**src/rtl/cmix_pkg.sv**
```systemverilog
package cmix_pkg;
    localparam int unsigned SAMP_W  = 16;
    localparam int unsigned CHAN_W  = 8;
    localparam int unsigned DEPTH   = 16;
    localparam int unsigned ADDR_W  = $clog2(DEPTH);
    localparam int unsigned PROD_W  = 2 * SAMP_W;
    localparam int unsigned RD_LAT  = 1;
    localparam int unsigned MUL_LAT = 1;
    localparam int unsigned PIPE_LAT = RD_LAT + MUL_LAT;

    typedef struct packed {
        logic              vld;
        logic [CHAN_W-1:0] chan;
    } side_t;
endpackage

```
**src/rtl/cmix_delay.sv**
```systemverilog
module cmix_delay #(
    parameter int unsigned W     = 8,
    parameter int unsigned DEPTH = 1
) (
    input  logic         clk,
    input  logic         rst_n,
    input  logic [W-1:0] din,
    output logic [W-1:0] dout
);
    logic [W-1:0] stage [DEPTH+1];

    assign stage[0] = din;

    for (genvar i = 0; i < DEPTH; i++) begin : g_stage
        always_ff @(posedge clk or negedge rst_n) begin
            if (!rst_n) begin
                stage[i+1] <= '0;
            end else begin
                stage[i+1] <= stage[i];
            end
        end
    end

    assign dout = stage[DEPTH];
endmodule

```
**src/rtl/cmix_carrier_store.sv**
```systemverilog
module cmix_carrier_store #(
    parameter int unsigned W      = 16,
    parameter int unsigned DEPTH  = 16,
    localparam int unsigned ADDR_W = $clog2(DEPTH)
) (
    input  logic              clk,
    input  logic              rst_n,
    input  logic              wr_en,
    input  logic [ADDR_W-1:0] wr_addr,
    input  logic [W-1:0]      wr_data,
    input  logic [ADDR_W-1:0] rd_addr,
    output logic [W-1:0]      rd_q
);
    logic [W-1:0] slot [DEPTH];

    // Writes and the registered read share one clock edge, so a same-slot
    // read returns the value held before the write (read-before-write).
    always_ff @(posedge clk or negedge rst_n) begin
        if (!rst_n) begin
            for (int i = 0; i < DEPTH; i++) begin
                slot[i] <= '0;
            end
            rd_q <= '0;
        end else begin
            if (wr_en) begin
                slot[wr_addr] <= wr_data;
            end
            rd_q <= slot[rd_addr];
        end
    end

    // Checker state: which slots have been written since reset.
    logic [DEPTH-1:0] seen;
    always_ff @(posedge clk or negedge rst_n) begin
        if (!rst_n) begin
            seen <= '0;
        end else if (wr_en) begin
            seen[wr_addr] <= 1'b1;
        end
    end

    p_unwritten_zero_r1: assert property (@(posedge clk) disable iff (!rst_n)
        !seen[rd_addr] |=> (rd_q == '0));
endmodule

```
**src/rtl/cmix_mult.sv**
```systemverilog
module cmix_mult #(
    parameter int unsigned W = 16,
    localparam int unsigned PW = 2 * W
) (
    input  logic                 clk,
    input  logic                 rst_n,
    input  logic signed [W-1:0]  op_a,
    input  logic signed [W-1:0]  op_b,
    output logic signed [PW-1:0] prod
);
    always_ff @(posedge clk or negedge rst_n) begin
        if (!rst_n) begin
            prod <= '0;
        end else begin
            prod <= op_a * op_b;
        end
    end

    p_zero_operand_r4: assert property (@(posedge clk) disable iff (!rst_n)
        ((op_a == '0) || (op_b == '0)) |=> (prod == '0));
endmodule

```
**src/rtl/chan_carrier_mixer.sv**
```systemverilog
module chan_carrier_mixer
    import cmix_pkg::*;
(
    input  logic              clk,
    input  logic              rst_n,
    input  logic              dat_vld,
    input  logic [CHAN_W-1:0] dat_chan,
    input  logic [SAMP_W-1:0] dat_samp,
    input  logic              car_vld,
    input  logic [CHAN_W-1:0] car_chan,
    input  logic [SAMP_W-1:0] car_samp,
    output logic              out_vld,
    output logic [CHAN_W-1:0] out_chan,
    output logic [PROD_W-1:0] out_prod
);
    logic              car_hi_unused;
    logic [SAMP_W-1:0] car_rd;
    logic [SAMP_W-1:0] samp_d;
    side_t             side_in;
    side_t             side_out;

    assign car_hi_unused = ^car_chan[CHAN_W-1:ADDR_W];

    cmix_carrier_store #(.W(SAMP_W), .DEPTH(DEPTH)) u_store (
        .clk     (clk),
        .rst_n   (rst_n),
        .wr_en   (car_vld),
        .wr_addr (car_chan[ADDR_W-1:0]),
        .wr_data (car_samp),
        .rd_addr (dat_chan[ADDR_W-1:0]),
        .rd_q    (car_rd)
    );

    cmix_delay #(.W(SAMP_W), .DEPTH(RD_LAT)) u_samp_dly (
        .clk   (clk),
        .rst_n (rst_n),
        .din   (dat_samp),
        .dout  (samp_d)
    );

    cmix_mult #(.W(SAMP_W)) u_mult (
        .clk   (clk),
        .rst_n (rst_n),
        .op_a  (samp_d),
        .op_b  (car_rd),
        .prod  (out_prod)
    );

    assign side_in = '{vld: dat_vld, chan: dat_chan};

    cmix_delay #(.W($bits(side_t)), .DEPTH(PIPE_LAT)) u_side_dly (
        .clk   (clk),
        .rst_n (rst_n),
        .din   (side_in),
        .dout  (side_out)
    );

    assign out_vld  = side_out.vld;
    assign out_chan = side_out.chan;

    // Checker state: edges seen since reset, saturating at two.
    logic [1:0] age;
    always_ff @(posedge clk or negedge rst_n) begin
        if (!rst_n) begin
            age <= '0;
        end else if (age != 2'd2) begin
            age <= age + 2'd1;
        end
    end

    p_vld_latency_r5: assert property (@(posedge clk) disable iff (!rst_n)
        (age == 2'd2) |-> (out_vld == $past(dat_vld, 2)));
    p_chan_latency_r5: assert property (@(posedge clk) disable iff (!rst_n)
        (age == 2'd2) |-> (out_chan == $past(dat_chan, 2)));
endmodule

```
**config.mk**
```make
export PLATFORM = sky130hd
export DESIGN_NAME = chan_carrier_mixer
export DESIGN_NICKNAME = d
export VERILOG_FILES = /design/src/rtl/cmix_pkg.sv /design/src/rtl/cmix_delay.sv /design/src/rtl/cmix_carrier_store.sv /design/src/rtl/cmix_mult.sv /design/src/rtl/chan_carrier_mixer.sv
export SDC_FILE = /design/constraint.sdc
export NUM_CORES = 1
export LEC_CHECK = 0
export BUFFER_PORTS_ARGS = -buffer_cell sky130_fd_sc_hd__buf_2
export CAP_MARGIN = 20
export CORE_MARGIN = 2
export CORE_UTILIZATION = 56
export CTS_CLUSTER_SIZE = 14
export DETAILED_ROUTE_END_ITERATION = 6
export PLACE_DENSITY = 0.73
export SETUP_SLACK_MARGIN = 0.1
export SLEW_MARGIN = 0
export SYNTH_ARGS = -nofsm -noshare
export SYNTH_HDL_FRONTEND = slang
export SYNTH_HIERARCHICAL = 1
export SYNTH_SLANG_ARGS = --single-unit
```
**constraint.sdc**
```tcl
create_clock -name clk -period 9.4 [get_ports clk]
set_input_delay 1.88 -clock clk [delete_from_list [all_inputs] [get_ports clk]]
set_output_delay 1.88 -clock clk [all_outputs]
set_load 0.01 [all_outputs]
```
-- Yosys cells after proc, flatten, opt, wreduce, memory -nomap -nowiden
Cells that the tools add are included.
- flip-flop bits (word level): 338
- bits of input ports: 52
- word-level logic and storage cells: 34
- multiply operators: 1
- magnitude comparators: 3
- multiplexer cells: 6
- bitwise logic cells: 2
- reductions and logical operators: 1
- operators with widths (cell ; count):
    $bwmux 256 ; 1
    $bmux 16 s4 ; 1
    $demux 16 s4 ; 1
    $mux 16 ; 3
    $mul 16x16->32 ; 1
    $ge 5x5->1 const B ; 2
    $not 4->5 ; 2
    $lt 5x1->1 const B ; 1
    $logic_and 1x1->1 ; 1

-- Longest topological paths before layout
Gate-level depths: netlist (run 1).
- word-level depth: 6
- depth in mapped cells: 22
- mapped depth without buffers: 21

-- Cells and area by module
The synthesis (run 1) kept the hierarchy.
- modules (own cells, without submodules) (module ; times used ; cells an instance ; area an instance (um^2)):
    cmix_carrier_store ; 1 ; 728 ; 12024.0
    cmix_mult ; 1 ; 1108 ; 10601.4
    cmix_delay at u_side_dly ; 1 ; 27 ; 518.0
    cmix_delay at u_samp_dly ; 1 ; 16 ; 400.4

-- Worst setup path after synthesis (run 1)
Ideal clock, no wire load.
- path kind: register -> register
- from: reg u_samp_dly.stage (netlist bit u_samp_dly/dout[15])
- to: reg u_mult.prod[26]
- library setup time: 128 ps
- arrival: 5618 ps
- required time: 9272 ps
- path slack: 3655 ps
- stages on the path, launching flop included: 20
- buffers on the path: 1
- clock period less this slack: 5745 ps
- cell sequence: dfrtp_1 clkbuf_1 nand2_1 inv_1 fa_1 fa_1 fa_1 fa_1 fa_1 inv_1 fa_1 inv_1 ha_1 and3_2 and2_1 a221oi_2 nor2_1 nor4_1 o21bai_1 xor2_1
- word-level cells in the longest chain between the ends: 1
- RTL lines (item ; line ; text):
    from (decl) ; cmix_delay.sv:10 ; logic [W-1:0] stage [DEPTH+1];
    from (signal, indexed assignment) ; cmix_delay.sv:19 ; stage[i+1] <= stage[i];
    $mul 16x16->32 ; cmix_mult.sv:15 ; prod <= op_a * op_b;
    to (signal assigned) ; cmix_mult.sv:15 ;
    to (decl) ; cmix_mult.sv:9 ; output logic signed [PW-1:0] prod
Every way passes these cells.
A chain may end at the register's enable or synchronous reset.

-- Worst setup path in the final report (run 1)
- from: reg u_store.rd_q[1]
- to: reg u_mult.prod[30]
- word-level cells in the longest chain between the ends: 1
- RTL lines (item ; line ; text):
    from (decl) ; cmix_carrier_store.sv:12 ; output logic [W-1:0] rd_q
    from (signal assigned) ; cmix_carrier_store.sv:28 ; rd_q <= slot[rd_addr];
    $mul 16x16->32 ; cmix_mult.sv:15 ;
Every way passes these cells.

==> summary by stage, run 1 <==
Place
The pre-CTS setup slack is approximately 2.8 ns. The routability congestion estimate is about 0.85. Buffers placed on the I/O ports in this run total 88. After legalization and detailed placement, the total HPWL measured around 34000 um. After detailed placement, the total cell area comes to 0.0243 mm^2.

Clock network
After clock tree synthesis, the flow added hold-fix buffers numbering 0. The number of sinks driven by the clock tree is around 340. The buffer levels on the longest clock path is 3.

In this run, CTS created clock tree buffers numbering 37. The insertion delay to the later sink of the worst-skew pair is 0.56 ns. The H-tree depth is 2.

The clock tree from TritonCTS is yes. After clock tree synthesis, the clock-pin slew on the worst setup and hold paths is 0.06 ns. The tree is rooted in a clkbuf_16. The post-CTS setup repair buffer count is 0. The count of instances resized after the clock tree is built is 0.

Final layout
The fill cell total of the finished layout is 3207. The net count of the finished layout is around 2300. The multi-input combinational cells in the finished layout cover a total of ~0.014 mm^2. The proportion of layout cells with a drive suffix above 1 is a little over a quarter. The final core utilization is between 60% and 70%. The post-route cell area is roughly 0.026 mm^2.

The growth of design area from synthesis to finish is 8.97%. The sequential cell area is between 0.008 and 0.009 mm^2.

Timing
For the pin with the worst max-slew slack, the measured transition is about 1.1 ns. The minimum clock period is ~6.7 ns. After layout, the worst setup slack is approximately 2.7 ns. The final setup violation count is 0.

Setup repair after global routing left no endpoint under its margin. Adding up every negative setup slack in the final design gives 0 ns. The worst setup skew after layout is 0.0245 ns. Timing would allow up to ~150 MHz.

The final-report hold violation count is 0. The period utilization is 70.8%. The count of final max-slew check failures is 0.

The worst max-slew margin expressed relative to the limit is approximately a quarter.

Worst setup path
The required time of the critical path is between 9 and 10 ns. Broken down by cell family, the worst path's largest delay share belongs to adder cells. STA classifies the critical path startpoint as a register. STA puts the critical path data arrival time at roughly 7.1 ns. The path type of the worst setup path is register to register. The cell repeated most along the worst path is fa_1.

The start point of the critical path is u_store/rd_q[1]. Walking the worst path, the cells encountered are nand2_1 > inv_1 > fa_1 > fa_1 > fa_1 > fa_1 > fa_1 > inv_1 > fa_1 > inv_1 > ha_1 > nand4_1 > nor4_1 > nor3_1 > a31oi_1 > nand4_1 > o311ai_1. The number of buffers and inverters on the critical path is 3. The slowest stage cell on the critical path is fa_1. The worst setup path is captured at a register. The largest incremental delay on the critical path is ~0.86 ns. In this run the worst path has a maximum fanout of 16.

The launch instance of the worst register-to-register path is u_store/rd_q[1].

Floorplanning
The number of rows in the core area is 75. The die covers approximately 0.044 mm^2. In this run the standard cell core region covers roughly 0.042 mm^2.

During I/O placement, the number of pins put on the boundary was 93. The starting utilization of the core area is roughly 56%. The y dimension of the die is 209 um. The die width is around 210 um.

Global routing
After global routing the overflow that remains totals 0. The initial antenna violation count is 4. The total global routing track utilization is between 20% and 30%. Entering global routing, the biggest net connects between 150 and 200 pins. The wire length of the first global-routing pass is between 80000 and 90000 um. The via count of the first global-routing pass is around 15000.

Logic synthesis
The cell count after synthesis came out at about 1900. The Yosys step of the flow raised 6 warnings. The count of different cell masters after synthesis is 56.

The synthesized design contains 0 enable-type register cells. For this run, the leading register cell type out of synthesis is dfrtp_1. The most common cell in the netlist is dfrtp_1.

The synthesized netlist occupies a cell area of about 0.024 mm^2. dfrtp_1 takes more of the synthesized area than any other cell. Sorting the synthesized cells by area gives the leading types as dfrtp_1 36%, fa_1 22%, mux2_2 11%. In the synthesized netlist, the cells that appear most often are 338 x dfrtp_1, 290 x inv_1, 262 x fa_1, 236 x mux2_2, 146 x nand2_1. The average instance in the mapped netlist occupies roughly 13 um^2. The proportion of synthesized flip-flops having asynchronous set or reset is 100%. Of the post-synthesis cell area, the dominant cell type holds approximately 36%. Of the synthesized area, sequential elements account for between 30% and 40%. After synthesis the netlist holds a flip-flop and latch count of 338. The number of nets handed over by synthesis was approximately 2300.

Routing
The first TritonRoute pass finished after 5 iterations. Using the TritonRoute via totals, the vias-per-cell ratio works out to 5.59. After the first detailed-routing iteration, the DRC count stood at 785. The number of nets still failing antenna checks after routing is 0. Dividing the detail-routed wire length by the instance count gives 19.7 um.

The routed wire length is about 49000 um. The detailed-route DRC error count is 0. The final route contains about 14000 vias.

Worst hold path
The start point of the worst min-delay path is u_side_dly/stage[9]. The path class of the tightest hold or removal check is register to register.

Outcome
The flow ran to the end, and the final reports show no timing, DRC or antenna violations.

Run
The max-capacitance violation count is 0.
layout make-up:
| class | count | share of cell area [%] |
|---|---|---|
| tap | 539 | 2.63 |
| multi-input combinational | 1151 | 52.7 |
| antenna | 2 | 0.0195 |
| clock buffer | 52 | 4.14 |
| clock inverter | 13 | 0.868 |
| inverter | 290 | 4.24 |
| timing repair buffer | 107 | 2.46 |
| sequential | 338 | 33.0 |
logic make-up (layout without fill, tap and decap cells):
group                      count (synthesis)  count (layout)  synth area share, %
buffers and inverters                    390             462                 6.69
and+or+nand+nor                          349             349                 7.60
adders and majority gates                344             344                 26.6
DFF                                      338             338                 35.9
muxes                                    320             320                 18.7
AOI/OAI and AO/OA                        102             102                 3.12
xor gates and xnor gates                  36              36                 1.34
other                                      0               2                    0
worst reg2reg max path: cells and delay by family, from the launching register on:
kind	cells	cell delay, ns
adders and majority gates	7	3.82
AOI/OAI and AO/OA	2	0.46
buffers and inverters	3	0.27
and+or+nand+nor	5	1.24
DFF	1	0.76
final timing paths:
path | endpoint | slack [ns] | cells after the start
min in group asynchronous | u_side_dly/dout[5] | 1.28 | 1
setup reg to reg | u_mult/prod[30] | 2.74 | 17
max in group asynchronous | u_store/slot[25] | 6.74 | 2
setup / recovery | u_mult/prod[30] | 2.74 | 17
hold / removal | u_side_dly/dout[0] | 0.35 | 0
hold reg to reg | u_side_dly/dout[0] | 0.35 | 0
through the flow:
step,std cells,hold WS [ns]
floorplan,1879,0.331
global placement,2423,0.332
detailed placement,2423,0.335
CTS,2488,0.348
global route,2490,0.359
finish,2492,0.348
sequential cells by signal (all words and copies together) (netlist names):
signal / flops
u_mult/prod: 32
u_samp_dly/dout: 16
u_side_dly/dout: 9
u_side_dly/stage: 9
u_store/rd_q: 16
u_store/slot: 256
per-layer routing:
| metal | share of wire [%] | GRT usage [%] | vias up | wire length, um |
|---|---|---|---|---|
| met3 | 4.4 | 3.64 | 86 | 2140 |
| met1 | 42 | 30.6 | 7331 | 20500 |
| met5 | 0.075 | 0 | - | 37 |
| met2 | 51 | 41.6 | 347 | 25100 |
| met4 | 2.7 | 7.66 | 6 | 1350 |
| li1 | - | - | 6162 | - |
cells in the final DEF, fill, tap and decap left out, drive strengths merged, types with 4 or more instances in the layout:
cell | Yosys | routed
nand3 | 9 | 9
and2 | 124 | 124
nor2 | 32 | 32
dfrtp | 338 | 338
inv | 290 | 291
a21o | 13 | 13
mux2 | 256 | 256
nor3 | 9 | 9
xnor2 | 29 | 29
mux4 | 64 | 64
a21oi | 23 | 23
xor2 | 7 | 7
bufinv | 0 | 4
o21ai | 12 | 12
nand2b | 10 | 10
clkinv | 0 | 8
a22oi | 33 | 33
nand2 | 146 | 146
buf | 40 | 107
fa | 262 | 262
ha | 82 | 82
clkbuf | 60 | 52
Power of run 1 is left out: the tool's default activity adds up to more than one toggle a clock period on the data nets, which glitch-free logic cannot reach.
==> run 2: changes to the inputs <==
--- a/config.mk
+++ b/config.mk
@@ -5,6 +5,7 @@
 export SDC_FILE = /design/constraint.sdc
 export NUM_CORES = 1
 export LEC_CHECK = 0
+export ABC_AREA = 1
 export BUFFER_PORTS_ARGS = -buffer_cell sky130_fd_sc_hd__buf_2
 export CAP_MARGIN = 20
 export CORE_MARGIN = 2
==> constraint.sdc (replaced) <==
create_clock -name clk -period 6.9 [get_ports clk]
set_input_delay 1.38 -clock clk [delete_from_list [all_inputs] [get_ports clk]]
set_output_delay 1.38 -clock clk [all_outputs]
set_load 0.01 [all_outputs]
==> summary by stage, run 2 <==
Clock network
The insertion delay to the later sink of the worst-skew pair is 0.56 ns (about the same). The clock transition time at the flip-flop clock pins of the worst setup and hold paths is 0.06 ns (about the same). The post-CTS setup repair buffer count was 0 (unchanged). The total CTS buffers was 39 (+5.4%). The count of instances resized after the clock tree is built came to 0 (unchanged). The number of sinks driven by the clock tree is 338 (unchanged).

The buffer levels on the longest clock path is 3 (unchanged). The H-tree depth is 2 (unchanged). The clock root buffer is clkbuf_16.

TritonCTS built the clock tree. The number of buffers inserted by hold repair at cts is 0 (unchanged).

Logic synthesis
The main flop type after synthesis is dfrtp_1. The post-synthesis cell area is 0.0253 mm^2 (+7.5%). The number of enable-type register cells in the synthesized netlist was 0 (unchanged). The proportion of synthesized flip-flops having asynchronous set or reset is 100% (unchanged). The number of nets produced by synthesis was 3613 (+59%). The post-synthesis instance total was 3217 (+71%). The average cell area after synthesis is 7.87 um^2 (-37%).

The count of different cell masters after synthesis is 31 (-45%). The total of flip-flops plus latches after synthesis is 338 (unchanged). The number of warning messages in the yosys log is 6 (unchanged).

The sequential fraction of the synthesis area is 33.4% (-2.5 points). Yosys instantiated no cell more often than nand2_1. After synthesis, the most frequently instantiated cells are 971 x nand2_1, 725 x inv_1, 338 x dfrtp_1, 262 x fa_1, 259 x o21ai_0. Summed over all instances, the cell type with the most area after synthesis is dfrtp_1.

The fraction of post-synthesis cell area in the top cell type by area is 33.4% (-2.5 points). In the post-synthesis netlist, the biggest area contributors are dfrtp_1 33%, fa_1 21%, nand2_1 14%.

Routing
The routed wire length came to 62600 um (+28%). The via-per-instance ratio came to 5.30 (-5.2%). The via count of the routed design was 20300 (+45%). The detailed-route DRC error count is 0 (unchanged).

The number of nets still failing antenna checks after routing came to 0 (unchanged). The detailed-route wire length per cell is 16.4 um (-17%). The number of search-and-repair iterations in the first detailed-routing pass is 5 (unchanged). The detailed router's first-iteration violation count was 1811 (+130%).

Worst setup path
The largest incremental delay on the critical path is 0.84 ns (-0.02 ns). The logic depth of the worst register-to-register path is 20 (+3). The critical path data arrival time is 6.56 ns (-0.55 ns).

The setup slack of the most critical reg-to-reg path is 0.79 ns (-1.96 ns). The type of element launching the critical path is a register. Walking the worst path, the cells encountered are nand2_1 > inv_1 > fa_1 > fa_1 > inv_1 > fa_1 > fa_1 > fa_1 > fa_1 > inv_1 > ha_1 > nand2_1 > nor2_1 > nand3_1 > nor3_1 > nand2_1 > inv_1 > nor2_1 > nand2_1 > nand2_1.

The highest fanout seen on the critical path came to 16 (unchanged). The cell repeated most along the worst path is fa_1. The slowest stage of the critical path belongs to the cell fa_1. The kind of end point of the critical path is a register. The required time of the critical path is 7.35 ns (-2.50 ns). The worst register-to-register path ends at u_mult/prod[31]. The critical path is of the register to register type.

The launch instance of the worst register-to-register path is u_store/rd_q[1].

Timing
Setup repair after global routing left no endpoint under its margin. The aggregate negative setup slack is 0 ns (unchanged). The count of final max-slew check failures is 0 (unchanged). The minimum clock period is 6.11 ns (-0.545 ns).

The setup slack after layout is 0.789 ns (-1.96 ns). The final-report hold violation count was 0 (unchanged). The worst setup skew after layout is 0.0147 ns (-0.00982 ns). The transition at the pin with the smallest max-transition slack is 1.09 ns (-0.0369 ns). The worst max-slew margin expressed relative to the limit is 27.5% (+2.5 points). The period utilization is 88.6% (+18 points). The highest attainable clock frequency is 164 MHz (+8.9%). The final setup violation count is 0 (unchanged).

Run
The max-capacitance violation count is 0 (unchanged).

Global routing
The total global routing track utilization was 28.1% (+4.3 points). The via count of the first global-routing pass is 20800 (+35%). The initial antenna violation count was 4 (unchanged). The wire length of the first global-routing pass came to 105000 um (+29%).

The maximum number of pins on one net before global-route repair is 188 (-0.53%). The total grt overflow is 0 (unchanged).

Floorplanning
The y dimension of the die is 217 um (+3.6%). The number of rows in the core area is 77 (+2.7%). The die width was 217 um (+3.6%). The number of top-level pins was 93 (unchanged). The area of the die is 0.0469 mm^2 (+7.4%). The starting utilization of the core area is 57.0% (+0.62 points). The placeable core region came to 0.0444 mm^2 (+6.4%).

Final layout
In the final layout, the registers with the most flip-flops are u_store/slot: 256 flops, u_mult/prod: 32 flops. The growth of design area from synthesis to finish is 7.98%. The proportion of layout cells with a drive suffix above 1 is 6.53% (-20 points).

The number of flip-flops in the largest register is 256 (unchanged). The register with the most flip-flops in the final layout is u_store/slot. The net count of the finished layout is 3597 (+55%). The commonest non-fill, non-tap cell in the layout is nand2_1. Leaving out fill and tap cells, the most frequent cells in the layout are 971 x nand2_1, 724 x inv_1, 338 x dfrtp_1.

Outcome
The flow ran to the end, and the final reports show no timing, DRC or antenna violations.

Worst hold path
The start point of the worst min-delay path is u_side_dly/stage[12]. The cell depth of the worst hold path was 0 (unchanged). The worst hold path class is register to register. The path with the worst hold slack has its endpoint at u_side_dly/dout[3].

Place
The count of port buffers added during placement is 88 (unchanged). The pre-CTS setup slack came to 0.841 ns (-1.95 ns). The routability congestion estimate is 0.873 (+3.2%). The final HPWL from detailed placement is 42100 um (+25%).
-- run 2: worst max path at each step --
stage                        startpoint               to  slack [ns]  depth (start not counted)
floorplan           u_samp_dly/dout[15]  u_mult/prod[31]        1.49                         21
global placement        u_store/rd_q[1]  u_mult/prod[31]        0.90                         20
detailed placement      u_store/rd_q[1]  u_mult/prod[31]        0.84                         20
CTS                     u_store/rd_q[1]  u_mult/prod[31]        0.81                         20
global route            u_store/rd_q[1]  u_mult/prod[31]        0.47                         22
finish                  u_store/rd_q[1]  u_mult/prod[31]        0.79                         20
-- run 2: worst max-delay path, delay by kind of cell (launching register included) --
kind,cells,cell delay (ns)
AND/OR/NAND/NOR,9,1.00
buffers and inverters,4,0.43
adder cells (fa/ha/maj),7,3.81
flip-flops,1,0.74
-- run 2: final cells by class --
type	count	area (um^2)
flip-flops and latches	338	8460
multi-input cells	1978	13400
repair buffers	110	631
inverters	734	2760
clock inverters	9	170
fillers	3874	17100
diodes	3	7.51
well taps	592	741
clock buffers	60	1190
-- run 2: logic make-up after synthesis --
group                      Yosys count  synth area share, %
and+or+nand+nor                   1320                 21.4
DFF                                338                 33.4
adders and majority gates          344                 24.8
xor gates and xnor gates            21                0.727
AOI/OAI and AO/OA                  293                 5.88
buffers and inverters              901                 13.8
-- run 2: stage by stage --
| step | cell area, um^2 | instances | hold WS (ns) | utilization, % |
|---|---|---|---|---|
| final | 27300 | 3824 | 0.346 | 61.5 |
| after global routing | 27300 | 3824 | 0.361 | 61.5 |
| after CTS | 27300 | 3821 | 0.347 | 61.5 |
| after detailed placement | 26000 | 3752 | 0.335 | 58.5 |
| after global placement | 26000 | 3752 | 0.332 | 58.5 |
| after floorplan | 25300 | 3217 | 0.331 | - |
-- run 2: routing by layer --
metal	vias to the layer above	wire length [um]	global-route usage [%]
met5	-	0	0
met1	9873	26900	39.2
met4	0	1700	9.57
li1	9456	-	-
met3	124	4690	3.65
met2	812	29300	45.6
Power of run 2 is left out for the same reason.
==> run 3: changes to the inputs <==
--- a/config.mk
+++ b/config.mk
@@ -8,6 +8,7 @@
 export ABC_AREA = 1
 export BUFFER_PORTS_ARGS = -buffer_cell sky130_fd_sc_hd__buf_2
 export CAP_MARGIN = 20
+export CORE_ASPECT_RATIO = 0.6
 export CORE_MARGIN = 2
 export CORE_UTILIZATION = 56
 export CTS_CLUSTER_SIZE = 14
==> summary by stage, run 3 (same netlist as run 2, synthesis figures left out) <==
Outcome
The run finished with clean final reports.

Timing
The minimum clock period is 6.26 ns (+0.151 ns). The period utilization came to 90.8% (+2.2 points). The transition at the pin with the smallest max-transition slack is 1.11 ns (+0.0230 ns). The final-report hold violation count is 0 (unchanged).

The highest attainable clock frequency is 160 MHz (-2.4%). The count of final max-slew check failures came to 0 (unchanged). The worst setup skew after layout is 0.0237 ns (+0.00893 ns).

The worst max-slew margin expressed relative to the limit is 25.9% (-1.6 points). Setup repair after global routing left no endpoint under its margin. The aggregate negative setup slack came to 0 ns (unchanged). The final setup violation count came to 0 (unchanged).

Worst setup path
The logic depth of the worst register-to-register path was 20 (unchanged). The worst register-to-register path begins at u_store/rd_q[1]. Tracing the worst setup path back leads to its startpoint at u_store/rd_q[1]. The type of element launching the critical path is a register. The critical path in this run is classified as register to register. The critical register-to-register path endpoint is u_mult/prod[31]. The setup slack of the most critical reg-to-reg path came to 0.64 ns (-0.15 ns). STA classifies the critical path endpoint as a register. The critical path data arrival time is 6.69 ns (+0.13 ns). The highest fanout seen on the critical path is 16 (unchanged). The required time of the critical path is 7.33 ns (-0.02 ns).

Routing
The via-per-instance ratio was 5.38 (+1.6%). The number of search-and-repair iterations in the first detailed-routing pass is 6 (+1). The detailed router's first-iteration violation count came to 2103 (+16%). The via count of the routed design is 20500 (+1.3%). The detailed-route DRC error count is 0 (unchanged). The number of nets still failing antenna checks after routing is 0 (unchanged). The routed wire length is 65600 um (+4.9%). The detailed-route wire length per cell is 17.2 um (+5.2%).

Clock network
The post-CTS setup repair buffer count was 0 (unchanged). The insertion delay to the later sink of the worst-skew pair came to 0.55 ns (about the same). TritonCTS built the clock tree. The clock transition time at the flip-flop clock pins of the worst setup and hold paths is 0.06 ns (about the same). The number of buffers inserted by hold repair at cts is 0 (unchanged).

The clock root buffer is clkbuf_16. The count of instances resized after the clock tree is built is 0 (unchanged). The total CTS buffers is 35 (-10%). The H-tree depth is 2 (unchanged). The number of sinks driven by the clock tree was 338 (unchanged). The buffer levels on the longest clock path is 3 (unchanged).

Floorplanning
The number of top-level pins is 93 (unchanged). The area of the die is 0.0470 mm^2 (+0.12%). The y dimension of the die is 169 um (-22%).

The die width is 278 um (+29%). The placeable core region is 0.0447 mm^2 (+0.74%). The starting utilization of the core area came to 56.6% (-0.42 points). The number of rows in the core area is 60 (-22%).

Final layout
The growth of design area from synthesis to finish is 7.01%. The library cell used most frequently in the layout, excluding fill and tap cells, is nand2_1. The count of non-filler cells in the finished layout is 3814 (-0.26%). The largest registers in the layout are u_store/slot: 256 flops, u_mult/prod: 32 flops. The number of flip-flops in the largest register is 256 (unchanged).

The net count of the finished layout is 3598 (+0.028%). In the layout the commonest cells are 971 x nand2_1, 725 x inv_1, 338 x dfrtp_1. The total inserted antenna cells is 0 (-3). The proportion of layout cells with a drive suffix above 1 was 6.36% (-0.18 points). The register containing the most flip-flops in the final layout is u_store/slot.

Place
The count of port buffers added during placement is 88 (unchanged). The placed cell count is 3754 (+0.053%). The final HPWL from detailed placement is 45700 um (+8.8%).

The routability congestion estimate is 0.965 (+10%).

Global routing
The initial antenna violation count is 0 (-4). The total global routing track utilization is 28.8% (+0.75 points). The total grt overflow is 0 (unchanged).

The maximum number of pins on one net before global-route repair is 141 (-25%). The wire length of the first global-routing pass is 107000 um (+1.7%). The via count of the first global-routing pass is 20600 (-1.2%).

Worst hold path
The start point of the worst min-delay path is u_side_dly/stage[12]. The cell depth of the worst hold path is 0 (unchanged). For hold timing, the worst endpoint is u_side_dly/dout[3].

The min-delay analysis places its worst path in the category register to register.

Run
The max-capacitance violation count was 0 (unchanged).
[run 3: changes by cell type in the layout (fill, tap and decap cells not counted), sizes merged, moves of 2 or more]
cell and change:
bufinv -2, clkinv +3, diode -3, buf +5
clkbuf -12
[run 3: metal layers]
metal / share of wire, % / up-vias / GRT usage [%]
met3: 10 / 101 / 5.55
met1: 46 / 10000 / 44.1
li1: - / 9446 / -
met2: 42 / 953 / 42.8
met5: 0 / - / 0
met4: 1.8 / 0 / 6.55
[run 3: worst max path at each step]
stage / endpoint / slack (ns) / cells after the start
after floorplan: u_mult/prod[31] / 1.49 / 21
after global placement: u_mult/prod[31] / 0.79 / 20
after detailed placement: u_mult/prod[31] / 0.71 / 20
after CTS: u_mult/prod[31] / 0.67 / 20
after global routing: u_mult/prod[31] / 0.17 / 22
final: u_mult/prod[31] / 0.64 / 20
[run 3: final cells by class]
class	instances	area, um^2
well taps	589	737
fillers	3901	17700
flip-flops and latches	338	8460
repair buffers	115	668
clock inverters	12	151
inverters	734	2760
multi-input cells	1978	13400
clock buffers	48	955
[run 3: worst max-delay path, stage by stage (launching register included)]
cell and delay (ns):
dfrtp_1 0.78, nand2_1 0.21, inv_1 0.17, fa_1 0.56
fa_1 0.86, inv_1 0.16, fa_1 0.51, fa_1 0.58
fa_1 0.44, fa_1 0.49, inv_1 0.04, ha_1 0.45
nand2_1 0.14, nor2_1 0.16, nand3_1 0.11, nor3_1 0.14
nand2_1 0.10, inv_1 0.06, nor2_1 0.05, nand2_1 0.06
nand2_1 0.05
[run 3: through the flow]
stage               instance area (um^2)  worst slack [ns]  utilization, %  hold WS (ns)
global route                       27100             0.171            60.6         0.356
floorplan                          25300              1.49               -         0.331
detailed placement                 26000             0.710            58.1         0.337
global placement                   26000             0.793            58.1         0.333
CTS                                27100             0.668            60.6         0.351
finish                             27100             0.638            60.6         0.349
Power of run 3 is left out for the same reason.
